<file path="config.mk">
export PLATFORM = sky130hd
export DESIGN_NAME = ssc_controller
export DESIGN_NICKNAME = d
export VERILOG_FILES = /design/src/rtl/ssc_pkg.sv /design/src/rtl/ssc_datapath.sv /design/src/rtl/ssc_control.sv /design/src/rtl/ssc_controller.sv
export SDC_FILE = /design/constraint.sdc
export NUM_CORES = 1
export LEC_CHECK = 0
export ABC_AREA = 1
export BUFFER_PORTS_ARGS = -buffer_cell sky130_fd_sc_hd__clkbuf_2
export CAP_MARGIN = 20
export CELL_PAD_IN_SITES_DETAIL_PLACEMENT = 0
export CELL_PAD_IN_SITES_GLOBAL_PLACEMENT = 1
export CORE_MARGIN = 2
export CORE_UTILIZATION = 43
export CTS_CLUSTER_DIAMETER = 150
export DETAILED_ROUTE_END_ITERATION = 7
export PLACE_DENSITY = 0.74
export SYNTH_ARGS = -nofsm -noshare
export SYNTH_HDL_FRONTEND = slang
export SYNTH_HIERARCHICAL = 1
export SYNTH_SLANG_ARGS = --single-unit
export TNS_END_PERCENT = 30
</file>
<file path="constraint.sdc">
create_clock -name clk -period 2.17 [get_ports clk]
set_input_delay 0.3255 -clock clk [delete_from_list [all_inputs] [get_ports clk]]
set_output_delay 0.3255 -clock clk [all_outputs]
set_load 0.01 [all_outputs]
</file>
<file path="src/rtl/ssc_pkg.sv">
package ssc_pkg;

  // Control -> datapath strobes
  typedef struct packed {
    logic useSat;   // evaluate the saturated surface instead of the linear one
  } ctrlStrobeT;

  // Datapath -> control comparison results
  typedef struct packed {
    logic surfNeg;  // selected surface value is negative
    logic atLimit;  // ic >= ceiling
    logic aboveLow; // ic >= ceiling - hysteresis
  } cmpFlagsT;

endpackage

</file>
<file path="src/rtl/ssc_datapath.sv">
module ssc_datapath
  import ssc_pkg::*;
#(
  parameter int ERR_W      = 10,
  parameter int IC_W       = 12,
  parameter int SLOPE_W    = 12,
  parameter int SLOPE_FRAC = 4,
  parameter int GAMMA_W    = 5,
  parameter int GAMMA_FRAC = 3
) (
  input  logic                      clk,
  input  logic                      rstN,
  input  logic signed [ERR_W-1:0]   errIn,
  input  logic signed [IC_W-1:0]    icIn,
  input  logic signed [SLOPE_W-1:0] baseSlope,
  input  logic        [GAMMA_W-1:0] gammaIn,
  input  logic signed [SLOPE_W-1:0] satSlope,
  input  logic signed [IC_W-1:0]    icMax,
  input  logic        [IC_W-1:0]    icHyst,
  input  ctrlStrobeT                strobe,
  output cmpFlagsT                  flags
);

  localparam int SCALE_W = GAMMA_W + 1 + SLOPE_W;       // gamma * base
  localparam int LIN_W   = SCALE_W + IC_W;              // gamma * base * ic
  localparam int SAT_W   = SLOPE_W + IC_W;              // sat * ic
  localparam int ACC_W   = LIN_W + 2;                   // sum headroom
  localparam int E_SHIFT = SLOPE_FRAC + GAMMA_FRAC;     // align error to product LSB
  localparam int THR_W   = IC_W + 2;

  logic signed [GAMMA_W:0]   gammaS;
  logic signed [SCALE_W-1:0] slopeScaled;
  logic signed [LIN_W-1:0]   linProd;
  logic signed [SAT_W-1:0]   satProd;
  logic signed [ACC_W-1:0]   errExt;
  logic signed [ACC_W-1:0]   linExt;
  logic signed [ACC_W-1:0]   satExt;
  logic signed [ACC_W-1:0]   linSum;
  logic signed [ACC_W-1:0]   satSum;
  logic signed [THR_W-1:0]   icExt;
  logic signed [THR_W-1:0]   lowThr;

  always_comb begin
    gammaS      = $signed({1'b0, gammaIn});
    slopeScaled = gammaS * baseSlope;
    linProd     = slopeScaled * icIn;
    satProd     = satSlope * icIn;
    errExt      = {{(ACC_W-ERR_W){errIn[ERR_W-1]}}, errIn} <<< E_SHIFT;
    linExt      = {{(ACC_W-LIN_W){linProd[LIN_W-1]}}, linProd};
    satExt      = {{(ACC_W-SAT_W){satProd[SAT_W-1]}}, satProd} <<< GAMMA_FRAC;
    linSum      = errExt + linExt;
    satSum      = errExt + satExt;
  end

  always_comb begin
    icExt  = {{(THR_W-IC_W){icIn[IC_W-1]}}, icIn};
    lowThr = {{(THR_W-IC_W){icMax[IC_W-1]}}, icMax} - $signed({2'b00, icHyst});
  end

  always_comb begin
    flags.surfNeg  = strobe.useSat ? satSum[ACC_W-1] : linSum[ACC_W-1];
    flags.atLimit  = (icIn >= icMax);
    flags.aboveLow = (icExt >= lowThr);
  end

  // The lower threshold never sits above the ceiling, so a hit is always inside the band
  assert_band_contains_hit_R7: assert property (@(posedge clk) disable iff (!rstN)
    flags.atLimit |-> flags.aboveLow);

  // With zero error and zero current both surfaces are exactly zero: never negative
  assert_zero_point_off_R1: assert property (@(posedge clk) disable iff (!rstN)
    (errIn == '0 && icIn == '0) |-> !flags.surfNeg);

endmodule

</file>
<file path="src/rtl/ssc_control.sv">
module ssc_control
  import ssc_pkg::*;
(
  input  logic       clk,
  input  logic       rstN,
  input  logic       enable,
  input  logic       limitEn,
  input  cmpFlagsT   flags,
  output ctrlStrobeT strobe,
  output logic       hsOn
);

  logic limHold, satMode;
  logic hitNow, holdNext, satNext, onNext;

  always_comb begin
    hitNow        = limitEn & flags.atLimit;
    holdNext      = enable & limitEn & (hitNow | (limHold & flags.aboveLow));
    satNext       = enable & limitEn & (satMode | hitNow);
    strobe.useSat = satNext;
    onNext        = enable & ~holdNext & flags.surfNeg;
  end

  always_ff @(posedge clk or negedge rstN) begin
    if (!rstN) begin
      limHold <= 1'b0;
      satMode <= 1'b0;
      hsOn    <= 1'b0;
    end else begin
      limHold <= holdNext;
      satMode <= satNext;
      hsOn    <= onNext;
    end
  end

  assert_limit_forces_off_R6: assert property (@(posedge clk) disable iff (!rstN)
    (enable && limitEn && flags.atLimit) |=> !hsOn);

  assert_disable_clears_R5: assert property (@(posedge clk) disable iff (!rstN)
    !enable |=> (!hsOn && !limHold && !satMode));

  assert_sat_sticky_R8: assert property (@(posedge clk) disable iff (!rstN)
    $fell(satMode) |-> $past(!enable || !limitEn));

  assert_hold_needs_mode_R9: assert property (@(posedge clk) disable iff (!rstN)
    $rose(limHold) |-> $past(limitEn && flags.atLimit));

  assert_hold_keeps_off_R7: assert property (@(posedge clk) disable iff (!rstN)
    limHold |-> !hsOn);

endmodule

</file>
<file path="src/rtl/ssc_controller.sv">
module ssc_controller
  import ssc_pkg::*;
#(
  parameter int ERR_W      = 10,
  parameter int IC_W       = 12,
  parameter int SLOPE_W    = 12,
  parameter int SLOPE_FRAC = 4,
  parameter int GAMMA_W    = 5,
  parameter int GAMMA_FRAC = 3
) (
  input  logic                      clk,
  input  logic                      rstN,
  input  logic                      enable,
  input  logic                      limitEn,
  input  logic signed [ERR_W-1:0]   errIn,
  input  logic signed [IC_W-1:0]    icIn,
  input  logic signed [SLOPE_W-1:0] baseSlope,
  input  logic        [GAMMA_W-1:0] gammaIn,
  input  logic signed [SLOPE_W-1:0] satSlope,
  input  logic signed [IC_W-1:0]    icMax,
  input  logic        [IC_W-1:0]    icHyst,
  output logic                      hsOn
);

  ctrlStrobeT strobe;
  cmpFlagsT   flags;

  ssc_datapath #(
    .ERR_W(ERR_W), .IC_W(IC_W), .SLOPE_W(SLOPE_W), .SLOPE_FRAC(SLOPE_FRAC),
    .GAMMA_W(GAMMA_W), .GAMMA_FRAC(GAMMA_FRAC)
  ) datapath_i (
    .clk(clk), .rstN(rstN),
    .errIn(errIn), .icIn(icIn), .baseSlope(baseSlope), .gammaIn(gammaIn),
    .satSlope(satSlope), .icMax(icMax), .icHyst(icHyst),
    .strobe(strobe), .flags(flags)
  );

  ssc_control control_i (
    .clk(clk), .rstN(rstN), .enable(enable), .limitEn(limitEn),
    .flags(flags), .strobe(strobe), .hsOn(hsOn)
  );

endmodule

</file>
**Yosys cells after proc, flatten, opt, wreduce, memory -nomap -nowiden**

Index checks and enable logic that the tools add are counted.

- Magnitude comparators: 2
- $add $sub $neg: 3
- Muxes and demuxes: 1
- Multiply operators: 3
- Bitwise logic cells: 10

Operator list:

| operator | number |
|---|---|
| adder 17 x 30 -> 31 bit | 1 |
| multiplier 18 x 12 -> 30 bit | 1 |
| adder 17 x 27 -> 28 bit | 1 |
| multiplier 12 x 12 -> 24 bit | 1 |
| multiplier 6 x 12 -> 18 bit | 1 |
| >= comparator 12 x 14 -> 1 bit | 1 |
| subtractor 12 x 13 -> 14 bit | 1 |
| >= comparator 12 bit | 1 |
| AND 1 bit | 7 |
| OR 1 bit | 2 |
| two-way mux 1 bit | 1 |
| inverter 1 bit | 1 |

- Register bits: 3
- Output and inout bits: 1

**Depth between registers and ports, before layout**

- Depth in word-level cells: 8
- Gate-level depth with buffers: 41

**Cells and area by module**

Netlist, hierarchy kept.

By module, submodules not included:

| module | seq. area each (um^2) | instances | cells each | area each (um^2) |
|---|---|---|---|---|
| ssc_datapath | 0.0 | 1 | 2143 | 16927.5 |
| ssc_control | 75.1 | 1 | 13 | 121.4 |

**Worst setup path before layout**

Ideal clock, no wire load.

- Kind: input -> register
- From: input port gammaIn[1]
- To: register control_i.hsOn
- Cell stages on the path: 37
- Path buffers: 1
- Arrival time: 7.737 ns
- Setup slack: -5.640 ns
- Setup time: 0.073 ns
- Path through: clkbuf_1 -> nand2_1 -> inv_1 -> fa_1 -> fa_1 -> inv_1 -> fa_1 -> inv_1 -> ha_1 -> a21oi_1 -> nand2_1 -> a21boi_4 -> nand3b_1 -> nand2_1 -> nand2_4 -> nand2_2 -> nor2_2 -> inv_2 -> fa_1 -> fa_1 -> inv_1 -> fa_1 -> fa_1 -> fa_1 -> ha_1 -> ha_1 -> a21oi_1 -> o21ai_0 -> nand2_1 -> nand2_1 -> a21oi_1 -> nand2_1 -> nand2_1 -> nand3_1 -> nand2_1 -> nand2_1 -> a21oi_2

RTL lines:

| what | RTL line | RTL |
|---|---|---|
| start: declaration | ssc_controller.sv:18 | `input logic [GAMMA_W-1:0] gammaIn,` |
| end signal: assignment | ssc_control.sv:32 | `hsOn <= onNext;` |
| end: declaration | ssc_control.sv:10 | `output logic hsOn` |

==> PnR_summary.wiki <==
{| class="wikitable"
! Metric !! Value
|-
| Status || finished, violations left
|-
| Violated checks || negative setup slack
|-
| Critical path data arrival time || 7.77 ns
|-
| Transition time at the pin with the least slew margin || 0.501 ns
|-
| Total CTS buffers || 3
|-
| Final WL || 43.7 mm
|-
| Yosys warns || 6
|-
| Syn Nets || 2834
|-
| Routed length on met1 || 19.9 mm
|-
| Number of antenna violations at the first check in global routing || 1
|-
| Dominant combinational cell family by area after synthesis || adder cells
|-
| Global-route wire length before repair || 74.4 mm
|-
| Share of layout cells above drive strength 1 || 21.5%
|-
| Cell area after technology mapping || 0.0170 mm2
|-
| Deepest clock path buffer count || 2
|-
| Port buffer count || 79
|-
| Worst setup path category || input port to flop
|-
| Final worst path period share || 351%
|-
| Max-slew headroom || 66.6%
|-
| Post-synthesis mux area share || 0%
|-
| Via/cell ratio || 4.70
|-
| Max Fanout on Critical Path || 9
|-
| Worst slack after detailed placement || -5.93 ns
|-
| Final setup violation count || 2
|-
| Detailed-route DRC error count || 0
|-
| Flop and latch count out of synthesis || 3
|-
| Unrepaired setup endpoints after global routing || yes
|-
| Kind of end point of the critical path || flop
|-
| Xor and xnor fraction of the mapped netlist area || 2.54%
|-
| Final max-slew violation count || 0
|-
| Cell depth of the worst flop-to-flop path || 6
|-
| Antenna Nets Post-Route || 0
|-
| Met2 WL post-DR || 21.0 mm
|-
| Detailed-router iteration count before antenna repair || 5
|-
| Wire length on met3 || 1.70 mm
|-
| Avg Inst Size Synth || 7.91 um2
|-
| Final critical-path required period || 7.61 ns
|-
| Die width || 203 um
|-
| Sequential-to-total area share from yosys stat || 0.440%
|-
| CP Launch Type || input port
|-
| Area growth, synth to finish || 23.7%
|-
| Detailed Route Iter0 Violations || 607
|-
| Number of cells produced by synthesis || 2156
|-
| Worst reg2reg path startpoint || control_i/satMode
|-
| Fin nets || 3195
|-
| GRT Residual Overflow || 0
|-
| Setup slack of the critical path after layout || -5.44 ns
|-
| Core Rows || 72
|-
| Hold path startpoint || enable
|-
| Filler cells || 3789
|-
| Commonest cells after routing, fill and taps aside || sky130_fd_sc_hd__inv_1 (583), sky130_fd_sc_hd__nand2_1 (481), sky130_fd_sc_hd__fa_1 (381)
|-
| Hold Vio Cnt, Final || 0
|-
| Number of top-level pins || 80
|-
| Top achievable clock speed || 0.131 GHz
|-
| Maximum number of pins on one net before global-route repair || 21
|-
| Total via count after detailed routing || 14.3k
|-
| Slowest-stage cell, CP || sky130_fd_sc_hd__fa_1
|-
| Distinct cell type count of the synthesized netlist || 40
|-
| Max-cap violations || 0
|-
| Async set or reset register ratio after synthesis || 100%
|-
| Hold-critical path endpoint || control_i/hsOn
|-
| Latest clock arrival within the worst-skew pair || 0.22 ns
|-
| Top layer used by detailed routing || met4
|-
| Post-synthesis share of cell area spent on and, or, nand and nor gates || 17.0%
|-
| Initial Util || 43.8%
|-
| Placed wire-length estimate after detailed placement || 40.0 mm
|-
| Core ar. || 0.0389 mm2
|-
| Hold path cells || 3
|-
| TritonCTS Sinks || 3
|-
| Via count of the first global-routing pass || 15.3k
|-
| Destination of the worst register-to-register timing path || control_i/hsOn
|-
| Worst path required time || 2.33 ns
|-
| Top flip-flop cell by instance count after synthesis || sky130_fd_sc_hd__dfrtp_1
|-
| Setup slack of the most critical reg-to-reg path || 1.20 ns
|-
| TritonCTS clock tree || yes
|-
| DIE AREA || 0.0413 mm2
|-
| Clock slew seen by the registers of the worst setup and hold paths || 0.03 ns
|-
| RD Place Congestion || 0.860
|-
| Total number of H-tree levels || 1
|-
| Adder and majority gate portion of the synthesized area || 61.1%
|-
| Clock tree skew after final layout || 0.000677 ns
|-
| Compound-Gate Fraction of Synth Area || 4.42%
|-
| Number of enable flip-flop cells after synthesis || 0
|-
| Most Frequent Cell on Critical Path || sky130_fd_sc_hd__fa_1
|-
| Largest incremental delay on the critical path || 0.54 ns
|-
| Most frequent standard cell in the layout excluding fill and tap cells || sky130_fd_sc_hd__inv_1
|-
| Die span in y || 203 um
|-
| Routed wire length per instance || 14.4 um
|-
| Clk Tree Root Cell || sky130_fd_sc_hd__clkbuf_16
|-
| Kind of path behind the tightest hold check || input port to flop
|-
| Total global-route track usage || 22.6%
|}
final cells by class:
type | instances | area [um2] | area share, %
antenna | 1 | 2.50 | 0.0119
clock buffer | 4 | 78.8 | 0.374
inverter | 602 | 2260 | 10.7
multi-input combinational | 1495 | 15000 | 71.1
sequential | 3 | 75.1 | 0.356
tap | 518 | 648 | 3.07
timing repair buffer | 412 | 3020 | 14.3
sequential cells by signal, indices dropped and copies added (netlist names):
name               cells
control_i/hsOn         1
control_i/limHold      1
control_i/satMode      1
worst max-delay path: cells and delay by family:
family | cells | cell delay (ns)
buffers and inverters | 14 | 1.18
AO/OA/AOI/OAI | 4 | 0.61
AND/OR/NAND/NOR | 10 | 0.83
XOR/XNOR | 1 | 0.23
adder cells (fa/ha/maj) | 11 | 4.59
through the flow:
| stage | instances | setup TNS (ns) | cell area (um2) | hold slack [ns] | util (%) |
|---|---|---|---|---|---|
| global placement | 3014 | -6.83 | 20500 | 0.140 | 52.7 |
| CTS | 3028 | -5.80 | 20900 | 0.381 | 53.6 |
| detailed placement | 3014 | -6.90 | 20500 | 0.140 | 52.7 |
| global route | 3034 | -6.53 | 21100 | 0.393 | 54.2 |
| finish | 3035 | -5.81 | 21100 | 0.383 | 54.2 |
| floorplan | 2156 | -5.56 | 17200 | 0.0299 | - |
Yosys cell counts (4+ instances only):
library cell,number,area [um2]
sky130_fd_sc_hd__a21oi_1,75,375
sky130_fd_sc_hd__buf_1,5,18.8
sky130_fd_sc_hd__clkbuf_1,51,191
sky130_fd_sc_hd__fa_1,390,7810
sky130_fd_sc_hd__ha_1,209,2620
sky130_fd_sc_hd__inv_1,592,2220
sky130_fd_sc_hd__inv_2,7,26.3
sky130_fd_sc_hd__nand2_1,496,1860
sky130_fd_sc_hd__nand2_2,4,25.0
sky130_fd_sc_hd__nand3_1,51,255
sky130_fd_sc_hd__nand4_1,7,43.8
sky130_fd_sc_hd__nor2_1,118,443
sky130_fd_sc_hd__nor3_1,13,65.1
sky130_fd_sc_hd__o21a_1,4,30.0
sky130_fd_sc_hd__o21ai_0,30,150
sky130_fd_sc_hd__or2_2,16,100
sky130_fd_sc_hd__xnor2_1,16,140
sky130_fd_sc_hd__xor2_1,26,228
sky130_fd_sc_hd__xor2_2,4,65.1
logic make-up after synthesis:
logic type      after synthesis
fa+ha+maj                   599
flops                         3
buf+inv                     658
compound gates              132
simple gates                718
xor+xnor                     46
worst max-delay path by stage:
stage	startpoint	to	slack (ns)	depth (start not counted)
after global routing	gammaIn[1]	control_i/hsOn	-5.79	37
after floorplan	gammaIn[2]	control_i/hsOn	-5.27	38
after detailed placement	gammaIn[0]	control_i/hsOn	-5.93	41
after CTS	gammaIn[0]	control_i/hsOn	-5.44	36
after global placement	gammaIn[0]	control_i/hsOn	-5.85	38
final	gammaIn[0]	control_i/hsOn	-5.44	40
repair_timing:
item	CTS	global route
setup buffers	9	6
endpoints found under the setup margin	3	3
pin swaps	33	32
resized for setup	44	44
hold buffers	1	0
gates cloned	0	0
hold endpoints to repair	3	0
routing by layer:
metal  GRT usage [%]  vias to the layer above
met3            1.73                       45
met4            4.72                        0
met5               0                        -
met1            31.0                     6977
li1                -                     7009
met2            39.4                      242
Power is not shown: default switching activity piles up to over one toggle a cycle in this logic, so the estimate is an artifact.
